`config.mk`:
```
export PLATFORM = sky130hd
export DESIGN_NAME = uart_irq_prioritizer
export DESIGN_NICKNAME = d
export VERILOG_FILES = /design/src/rtl/uart_irq_pkg.sv /design/src/rtl/uart_irq_sticky.sv /design/src/rtl/uart_irq_timeout.sv /design/src/rtl/uart_irq_thre.sv /design/src/rtl/uart_irq_arbiter.sv /design/src/rtl/uart_irq_prioritizer.sv
export SDC_FILE = /design/constraint.sdc
export NUM_CORES = 1
export LEC_CHECK = 0
export ABC_AREA = 1
export CORE_MARGIN = 3
export CORE_UTILIZATION = 30
export DETAILED_ROUTE_END_ITERATION = 10
export SYNTH_ARGS = -nofsm -noshare
export SYNTH_HDL_FRONTEND = slang
export SYNTH_SLANG_ARGS = --single-unit
```
`constraint.sdc`:
```
create_clock -name clk -period 1.3 [get_ports clk]
set_input_delay 0.26 -clock clk [delete_from_list [all_inputs] [get_ports clk]]
set_output_delay 0.26 -clock clk [all_outputs]
set_load 0.01 [all_outputs]
```
`src/rtl/uart_irq_pkg.sv`:
```
`timescale 1ns/1ps
package uart_irq_pkg;

  localparam int NSRC = 7;

  // Cause indices; a lower index is more urgent
  localparam int S_LINE  = 0;
  localparam int S_RXD   = 1;
  localparam int S_TOUT  = 2;
  localparam int S_THRE  = 3;
  localparam int S_MODEM = 4;
  localparam int S_RXTC  = 5;
  localparam int S_TXTC  = 6;

  typedef enum logic [3:0] {
    ID_MODEM = 4'b0000,
    ID_NONE  = 4'b0001,
    ID_THRE  = 4'b0010,
    ID_RXD   = 4'b0100,
    ID_LINE  = 4'b0110,
    ID_RXTC  = 4'b1000,
    ID_TXTC  = 4'b1010,
    ID_TOUT  = 4'b1100
  } irq_id_e;

  function automatic irq_id_e src_code(input int idx);
    case (idx)
      S_LINE:  return ID_LINE;
      S_RXD:   return ID_RXD;
      S_TOUT:  return ID_TOUT;
      S_THRE:  return ID_THRE;
      S_MODEM: return ID_MODEM;
      S_RXTC:  return ID_RXTC;
      S_TXTC:  return ID_TXTC;
      default: return ID_NONE;
    endcase
  endfunction

endpackage

```
`src/rtl/uart_irq_sticky.sv`:
```
`timescale 1ns/1ps
module uart_irq_sticky #(
  parameter int W = 4
) (
  input  logic         clk,
  input  logic         rst_n,
  input  logic [W-1:0] set_i,
  input  logic [W-1:0] clr_i,
  output logic [W-1:0] flags_o
);

  logic [W-1:0] flag_q;
  logic [W-1:0] flag_d;
  logic         flag_en;

  // A new event outranks a clear in the same cycle
  always_comb begin
    flag_d  = set_i | (flag_q & ~clr_i);
    flag_en = (|set_i) | (|(flag_q & clr_i));
  end

  always_ff @(posedge clk or negedge rst_n) begin
    if (!rst_n)       flag_q <= '0;
    else if (flag_en) flag_q <= flag_d;
  end

  assign flags_o = flag_q;

  // an event always lands in its flag
  a_r3_event_sets: assert property (@(posedge clk) disable iff (!rst_n)
    (set_i != '0) |=> ((flags_o & $past(set_i)) == $past(set_i)));

  // clear without a concurrent event empties the flag
  a_r6_clear_empties: assert property (@(posedge clk) disable iff (!rst_n)
    ((clr_i & ~set_i) != '0) |=> ((flags_o & $past(clr_i & ~set_i)) == '0));

endmodule

```
`src/rtl/uart_irq_timeout.sv`:
```
`timescale 1ns/1ps
module uart_irq_timeout #(
  parameter int CHAR_CYCLES = 16,
  parameter int TO_CHARS    = 4
) (
  input  logic clk,
  input  logic rst_n,
  input  logic fifo_mode,
  input  logic nonempty,
  input  logic char_in,
  input  logic rd_rx,
  output logic tout_o
);

  localparam int LIMIT = CHAR_CYCLES * TO_CHARS;
  localparam int CW    = $clog2(LIMIT + 1);
  localparam logic [CW-1:0] LIM_V  = CW'(LIMIT);
  localparam logic [CW-1:0] LAST_V = CW'(LIMIT - 1);

  logic [CW-1:0] cnt_q, cnt_d;
  logic          tout_q, tout_d;
  logic          idle;
  logic          hit;

  always_comb begin
    idle  = fifo_mode & nonempty & ~char_in & ~rd_rx;
    hit   = idle && (cnt_q == LAST_V);
    if (!idle)               cnt_d = '0;
    else if (cnt_q == LIM_V) cnt_d = cnt_q;
    else                     cnt_d = cnt_q + 1'b1;
    if (rd_rx || !fifo_mode) tout_d = 1'b0;
    else                     tout_d = tout_q | hit;
  end

  always_ff @(posedge clk or negedge rst_n) begin
    if (!rst_n) begin
      cnt_q  <= '0;
      tout_q <= 1'b0;
    end else begin
      if (cnt_d != cnt_q)   cnt_q  <= cnt_d;
      if (tout_d != tout_q) tout_q <= tout_d;
    end
  end

  assign tout_o = tout_q;

  // time-out appears only once the idle window is complete
  a_r11_full_window: assert property (@(posedge clk) disable iff (!rst_n)
    $rose(tout_o) |-> (cnt_q == LIM_V));

  // a data read removes the time-out
  a_r11_read_clears: assert property (@(posedge clk) disable iff (!rst_n)
    rd_rx |=> !tout_o);

  // no time-out in byte mode
  a_r9_fifo_only: assert property (@(posedge clk) disable iff (!rst_n)
    !fifo_mode |=> !tout_o);

endmodule

```
`src/rtl/uart_irq_thre.sv`:
```
`timescale 1ns/1ps
module uart_irq_thre (
  input  logic clk,
  input  logic rst_n,
  input  logic tx_empty,
  input  logic wr_tx,
  input  logic rd_id_hit,
  output logic pend_o
);

  logic prev_q;
  logic pend_q, pend_d;
  logic rise;

  always_comb begin
    rise   = tx_empty & ~prev_q;
    pend_d = rise | (pend_q & ~(wr_tx | rd_id_hit));
  end

  always_ff @(posedge clk or negedge rst_n) begin
    if (!rst_n) begin
      prev_q <= 1'b0;
      pend_q <= 1'b0;
    end else begin
      if (prev_q != tx_empty) prev_q <= tx_empty;
      if (pend_q != pend_d)   pend_q <= pend_d;
    end
  end

  assign pend_o = pend_q;

  // a write while still full leaves nothing pending
  a_r10_write_clears: assert property (@(posedge clk) disable iff (!rst_n)
    (wr_tx && !tx_empty) |=> !pend_o);

  // pending only begins after the empty level is seen
  a_r10_needs_empty: assert property (@(posedge clk) disable iff (!rst_n)
    $rose(pend_o) |-> $past(tx_empty));

endmodule

```
`src/rtl/uart_irq_arbiter.sv`:
```
`timescale 1ns/1ps
module uart_irq_arbiter
  import uart_irq_pkg::*;
#(
  parameter int N = NSRC
) (
  input  logic [N-1:0] req_i,
  output logic         any_o,
  output logic [3:0]   code_o
);

  logic [N:0]   ahead;
  logic [N-1:0] grant;

  assign ahead[0] = 1'b0;

  genvar g;
  generate
    for (g = 0; g < N; g++) begin : g_rank
      assign grant[g]   = req_i[g] & ~ahead[g];
      assign ahead[g+1] = ahead[g] | req_i[g];
    end
  endgenerate

  always_comb begin
    code_o = ID_NONE;
    for (int i = 0; i < N; i++) begin
      if (grant[i]) code_o = src_code(i);
    end
    any_o = ahead[N];
  end

  // at most one cause is granted
  a_r4_single_grant: assert property (@(req_i) 1'b1 |-> $onehot0(grant))
    else ;

endmodule

```
`src/rtl/uart_irq_prioritizer.sv`:
```
`timescale 1ns/1ps
module uart_irq_prioritizer
  import uart_irq_pkg::*;
#(
  parameter int CHAR_CYCLES = 16,
  parameter int TO_CHARS    = 4
) (
  input  logic       clk,
  input  logic       rst_n,
  input  logic       fifo_mode,
  input  logic       master_en,
  input  logic       en_line,
  input  logic       en_rx_data,
  input  logic       en_tx_empty,
  input  logic       en_modem,
  input  logic       en_rx_tc,
  input  logic       en_tx_tc,
  input  logic       ln_break,
  input  logic       ln_frame,
  input  logic       ln_parity,
  input  logic       ln_overrun,
  input  logic       ms_dcd,
  input  logic       ms_teri,
  input  logic       ms_dsr,
  input  logic       ms_cts,
  input  logic       rd_line,
  input  logic       rd_modem,
  input  logic       rx_ready,
  input  logic       rx_level_hit,
  input  logic       rx_fifo_nonempty,
  input  logic       rx_char_in,
  input  logic       rd_rx,
  input  logic       tx_empty,
  input  logic       wr_tx,
  input  logic       rd_id,
  input  logic       tc_rx_ev,
  input  logic       tc_tx_ev,
  input  logic       tc_wr,
  input  logic [1:0] tc_clr,
  output logic       irq,
  output logic [3:0] irq_id,
  output logic [3:0] line_flags,
  output logic [3:0] modem_flags,
  output logic [1:0] tc_flags
);

  localparam int LW = 4;
  localparam int MW = 4;
  localparam int TW = 2;

  // Reset synchronizer: asserts at once, releases on the clock
  logic rs_meta_q, rs_q;
  always_ff @(posedge clk or negedge rst_n) begin
    if (!rst_n) begin
      rs_meta_q <= 1'b0;
      rs_q      <= 1'b0;
    end else begin
      rs_meta_q <= 1'b1;
      rs_q      <= rs_meta_q;
    end
  end

  logic [LW-1:0] line_set, line_clr;
  logic [MW-1:0] mdm_set, mdm_clr;
  logic [TW-1:0] tc_set, tc_clr_m;
  logic          tout_pend;
  logic          thre_pend;
  logic          thre_read;
  logic [NSRC-1:0] req;
  logic          any_req;
  logic [3:0]    code;
  logic          irq_q, irq_d;
  logic [3:0]    id_q;

  always_comb begin
    line_set = {ln_break, ln_frame, ln_parity, ln_overrun};
    line_clr = {LW{rd_line}};
    mdm_set  = {ms_dcd, ms_teri, ms_dsr, ms_cts};
    mdm_clr  = {MW{rd_modem}};
    tc_set   = {tc_tx_ev, tc_rx_ev};
    tc_clr_m = tc_wr ? tc_clr : '0;
    thre_read = rd_id && (id_q == ID_THRE);
  end

  uart_irq_sticky #(.W(LW)) u_line (
    .clk(clk), .rst_n(rs_q), .set_i(line_set), .clr_i(line_clr), .flags_o(line_flags));

  uart_irq_sticky #(.W(MW)) u_modem (
    .clk(clk), .rst_n(rs_q), .set_i(mdm_set), .clr_i(mdm_clr), .flags_o(modem_flags));

  uart_irq_sticky #(.W(TW)) u_tc (
    .clk(clk), .rst_n(rs_q), .set_i(tc_set), .clr_i(tc_clr_m), .flags_o(tc_flags));

  uart_irq_timeout #(.CHAR_CYCLES(CHAR_CYCLES), .TO_CHARS(TO_CHARS)) u_tout (
    .clk(clk), .rst_n(rs_q), .fifo_mode(fifo_mode), .nonempty(rx_fifo_nonempty),
    .char_in(rx_char_in), .rd_rx(rd_rx), .tout_o(tout_pend));

  uart_irq_thre u_thre (
    .clk(clk), .rst_n(rs_q), .tx_empty(tx_empty), .wr_tx(wr_tx),
    .rd_id_hit(thre_read), .pend_o(thre_pend));

  // Enabled cause vector, index order is the priority order
  always_comb begin
    req          = '0;
    req[S_LINE]  = en_line     & (|line_flags);
    req[S_RXD]   = en_rx_data  & (fifo_mode ? rx_level_hit : rx_ready);
    req[S_TOUT]  = en_rx_data  & tout_pend;
    req[S_THRE]  = en_tx_empty & thre_pend;
    req[S_MODEM] = en_modem    & (|modem_flags);
    req[S_RXTC]  = en_rx_tc    & tc_flags[0];
    req[S_TXTC]  = en_tx_tc    & tc_flags[1];
  end

  uart_irq_arbiter #(.N(NSRC)) u_arb (
    .req_i(req), .any_o(any_req), .code_o(code));

  assign irq_d = master_en & any_req;

  always_ff @(posedge clk or negedge rs_q) begin
    if (!rs_q) begin
      irq_q <= 1'b0;
      id_q  <= ID_NONE;
    end else begin
      if (irq_q != irq_d) irq_q <= irq_d;
      if (id_q != code)   id_q  <= code;
    end
  end

  assign irq    = irq_q;
  assign irq_id = id_q;

  // master gate closed means no request one clock later
  a_r2_master_gate: assert property (@(posedge clk) disable iff (!rs_q)
    !master_en |=> !irq);

  // a raised request always carries a real cause code
  a_r4_id_matches_irq: assert property (@(posedge clk) disable iff (!rs_q)
    irq |-> !irq_id[0]);

  // a new request follows a gate that was open on the previous edge
  a_r12_one_clock: assert property (@(posedge clk) disable iff (!rs_q)
    $rose(irq) |-> $past(master_en));

endmodule

```
---- Word-level counts from Yosys, hierarchy flattened ----
Cells that the tools add are included.
storage, ports and cells
  bits in registers ....................... 27
  bits of input ports ..................... 33
  output and inout bits ................... 15
  logic and storage cells ................. 98
operators by class
  $add $sub $neg .......................... 1
  eq/ne operators ......................... 9
  mux-type cells .......................... 12
  bitwise gates (word level) .............. 53
  reduce and logical (&&, ||, !) cells .... 12
operators by type and width
  kind                   count
  $mux W4                6
  $reduce_or A4 Y1       6
  $and A1 B1 Y1          19
  $and A4 B4 Y4          4
  $mux W7                2
  $or A1 B1 Y1           12
  $not A1 Y1             10
  $not A4 Y4             2
  $or A4 B4 Y4           2
  $add A7 B1 Y7 const B  1
  $eq A7 B6 Y1 const B   1
  $eq A7 B7 Y1 const B   1
  $ne A7 B7 Y1           1
  $and A2 B2 Y2          2
  $eq A4 B2 Y1 const B   1
  $ne A1 B1 Y1           4
  $ne A4 B4 Y1           1
  $reduce_or A2 Y1       2
  $mux W3                1
  $logic_and A1 B1 Y1    2
  $mux W1                2
  $mux W2                1
  $not A2 Y2             1
  $or A2 B2 Y2           1
  other kinds (2)        2

---- Depth between registers and ports, before layout ----
  depth after elaboration ................. 11
  gate-level depth with buffers ........... 8
  depth with buffers taken out ............ 8

---- Hierarchy ----
From an unflattened synthesis, not the netlist that was laid out.
unflattened totals
  cells, all modules ...................... 175
  area, all modules ....................... 1338.8 sq um
by module, submodules not included
  module                         times used  cells each  area each (sq um)  sequential area each (sq um)
  uart_irq_timeout               1           55          439.2              200.2
  uart_irq_sticky at u_line ...  2           20          160.2              100.1
  uart_irq_prioritizer           1           41          314.1              176.4
  uart_irq_thre                  1           11          93.8               50.0
  uart_irq_arbiter               1           18          91.3               0.0
  uart_irq_sticky at u_tc        1           10          80.1               50.0

---- Worst setup path before layout ----
OpenSTA, ideal clock, no wires.
  path kind ............................... register to register
  start point ............................. register u_line.flag_q[2], in the netlist u_line.flags_o[2]
  end point ............................... register irq_q, in the netlist irq
  library setup time ...................... 0.113 ns
  arrival time ............................ 1.054 ns
  required time ........................... 1.187 ns
  setup slack ............................. 0.133 ns
  stages on the path, launching flop included .. 9
  path through ............................ dfrtp_1 nor2_1 nand2_1 nand2_1 nand2_1 nor2_2 nand4_1 nand2_1 inv_1
on the way
  longest elaborated chain between the ends .. 10
RTL lines
  what                          RTL line                     RTL
  from (decl)                   uart_irq_sticky.sv:12        logic [W-1:0] flag_q;
  from (signal assigned)        uart_irq_sticky.sv:24        else if (flag_en) flag_q <= flag_d;
  $reduce_or A4 Y1 *            uart_irq_prioritizer.sv:105  req[S_LINE] = en_line & (|line_flags);
  $and A1 B1 Y1 *               uart_irq_prioritizer.sv:105
  $or A1 B1 Y1 * (6 in series)  uart_irq_arbiter.sv:21       assign ahead[g+1] = ahead[g] | req_i[g];
  $and A1 B1 Y1 *               uart_irq_prioritizer.sv:117  assign irq_d = master_en & any_req;
  $ne A1 B1 Y1                  uart_irq_prioritizer.sv:124  if (irq_q != irq_d) irq_q <= irq_d;
  to (signal assigned)          uart_irq_prioritizer.sv:124
  to (decl)                     uart_irq_prioritizer.sv:72   logic irq_q, irq_d;
Mark *: on every way between the ends. The rest lies on a longest branch, timed or not.
A chain may end at the register's enable or synchronous reset.

---- Worst setup path after layout ----
  start point ............................. register u_modem.flag_q[1], in the netlist u_modem.flags_o[1]
  end point ............................... output modem_flags[1]
RTL lines
  what                    RTL line                    RTL
  from (decl)             uart_irq_sticky.sv:12
  from (signal assigned)  uart_irq_sticky.sv:24
  to (decl)               uart_irq_prioritizer.sv:43  output logic [3:0] modem_flags,
No word-level cell between the ends.

==> flow_summary.toml <==
[worst_setup_path]
cp_top_family = "flip-flops"
rrSetupSlack_ns = 0.10
critPathMaxFanout = 3
crit_type = "reg -> out"
slowest_delay_ns = 0.41
critPathSlowestCell = "dfrtp_1"
cp-end-kind = "primary output"
cp.required_ns = 1.04
cp_data_arrival_time_ns = 0.97
path_depth = 1
cp_num_buf_inv = 1
crit_chain = "dlygate4sd2_1"
worst-r2r-cell-count = 8
start_kind = "flip-flop"

[power_and_ir_drop]
total_power_mw = 1.740
leakagePower_nw = 0.8865
p_per_area_nw_per_um2 = 950.7
peakVddDrop_v = 0.0004447

[flow_run]
drv_cap = 0

[clock_tree]
h-tree-depth = 1
clk_latency_ns = 0.26
cts_buffers = 3
cts_buffer_depth = 2
cts-root-buf = "clkbuf_8"
clock_sinks = 27
cts_tree = "yes"
cts_hold_buf = 0
path_clk_slew_ns = 0.09

[global_routing]
grt_pass1_wl_um = 4436
antenna_found_initial = 0
first_global_vias = 1008
track_usage = 0.1128
grt_max_degree = 26
grt_util_met1 = 0.1401
met2_usage = 0.1864
busiest_layer = "met2"
use_met3 = 0.03768
grt_overflow = 0

[finish]
fin_cells = 235
finalInstanceArea_um2 = 1831
nFillCells = 363
syn2layout_area_growth_pct = 52.71
antenna_cells = 0
final_common_cell = "clkdlybuf4s50_1"
utilization = 0.4890
final_cell_mix = "clkdlybuf4s50_1 (31), dfrtp_1 (26), inv_1 (23)"
drive_gt1_frac = 0.1176
final_nets = 224

[drt]
initialDrtViolationCount = 18
wl_um = 2588
via_count = 1026
drc_errors = 0
viasPerCell = 4.366
routedWlPerCell_um = 11.01
final_antenna_net_count = 0
drt_first_pass_iters = 2

[synthesis]
synthCells = 128
synth_nets = 164
avgSynthCellArea_um2 = 9.364
seq_area_frac_synth = 0.5647
synthMuxAreaShare = 0
synthSimpleGateAreaFrac = 0.2015
synth_top_area_cell = "dfrtp_1"
synth_top_family_by_area = "simple AND/OR/NAND/NOR gates"
synth_cell_types = 21
ys_top_cells_by_area = "dfrtp_1 (54%), inv_1 (7.8%), nand2_1 (6.3%)"
netlist_area_um2 = 1199
yosys_warnings = 0
netlist.area_leader.share = 0.5428
synth_compound_area_frac = 0.09186
synthAdderAreaFrac = 0.03132
ys_seq_elements = 27
synth-xor-area-share = 0.02923

[outcome]
outcome = "finished clean"

[sta]
layout_min_cycle_time_ns = 1.228
rsz0062_at_grt = "yes"
finalClockSkew_ns = 0.002768
hold_viol = 0
slew_violations = 0
hold_slack_ns = 0.1464
max_freq_mhz = 814.0
setup_viol_count_final = 0
period_share = 0.9449

[floorplan]
start_util = 0.3202
dieArea_um2 = 4790
num_rows = 22
coreArea_um2 = 3744
die_h_um = 69.21
die_x_um = 69.21
ios = 48

[place]
gp_congestion = 0.8236
place_hpwl_um = 2085
portBuffers = 47
place_area_um2 = 1752
dp.cells = 226

[hold_path]
hp-class = "in -> async"
## cell type report
type	count	area (µm²)	share of cell area
inverters	25	93.84	0.05126
flip-flops and latches	27	676.9	0.3698
repair buffers	55	510.5	0.2789
clock buffers	4	45.04	0.02461
well taps	48	60.06	0.03281
multi-input cells	76	444.2	0.2427
## registers in the layout (all words and copies together) (netlist names)
| signal | count |
|---|---|
| u_thre.prev_q | 1 |
| u_thre.pend_o | 1 |
| rs_q | 1 |
| rs_meta_q | 1 |
| u_modem.flags_o | 4 |
| u_tout.cnt_q | 7 |
| irq_id | 4 |
| u_line.flags_o | 4 |
| u_tout.tout_o | 1 |
| u_tc.flags_o | 2 |
| irq | 1 |
## metal layers
layer  part of all wire  up-vias
li1                   -      516
met1               0.43      479
met2               0.50       29
met3              0.066        2
met4             0.0081        0
met5                  0        -
## cell families (layout without fill, tap and decap cells)
kind of cell,count (synthesis),after routing
XOR/XNOR,4,4
AND/OR/NAND/NOR,52,52
other,1,1
adder cells (fa/ha/maj),3,3
AO/OA/AOI/OAI,16,16
buffers and inverters,25,84
flip-flops,27,27
## cells in the mapped netlist
library cell   n
dfrtp_1       26
inv_1         25
nand2_1       20
nor2_1        15
o21bai_1       9
nand3_1        7
nand4_1        5
a21oi_1        3
ha_1           3
xor2_1         3
a21o_1         2
a21boi_0       1
conb_1         1
dfstp_2        1
nand3b_1       1
nor2_2         1
nor3_1         1
nor3_4         1
o21ai_1        1
or2_4          1
xnor2_1        1
## power by group
group | leakage, nW | switching, mW | internal (mW) | total, mW
Sequential | 0.323 | 0.0340 | 0.904 | 0.938
Combinational | 0.541 | 0.141 | 0.193 | 0.334
Clock | 0.0228 | 0.250 | 0.219 | 0.469
## repair_timing
item                       4_1_cts  5_1_grt
gates resized for setup         18        9
setup endpoints to repair       16       10
setup buffers                    0        5
pin swaps                        0        7
## final timing paths
path	from	to
min in group clk	rs_meta_q$_DFF_PN0_	rs_q$_DFF_PN0_
worst max register to register	u_line.flags_o[0]$_DFFE_PN0P_	irq$_DFFE_PN0P_
worst min-delay path	rst_n	rs_q$_DFF_PN0_
worst max-delay path	u_modem.flags_o[1]$_DFFE_PN0P_	modem_flags[1]
max in group asynchronous	rs_q$_DFF_PN0_	irq_id[0]$_DFFE_PN1P_
worst min register to register	rs_q$_DFF_PN0_	u_tout.cnt_q[1]$_DFFE_PN0P_
## through the flow
stage	worst slack [ns]	TNS, ns
2_1_floorplan	0.1330	0
3_3_place_gp	-0.2127	-2.062
3_5_place_dp	-0.2397	-2.292
4_1_cts	0.01121	0
5_1_grt	-0.03866	-0.06156
6_report	0.07157	0
Power figures use the tool's default switching activity.
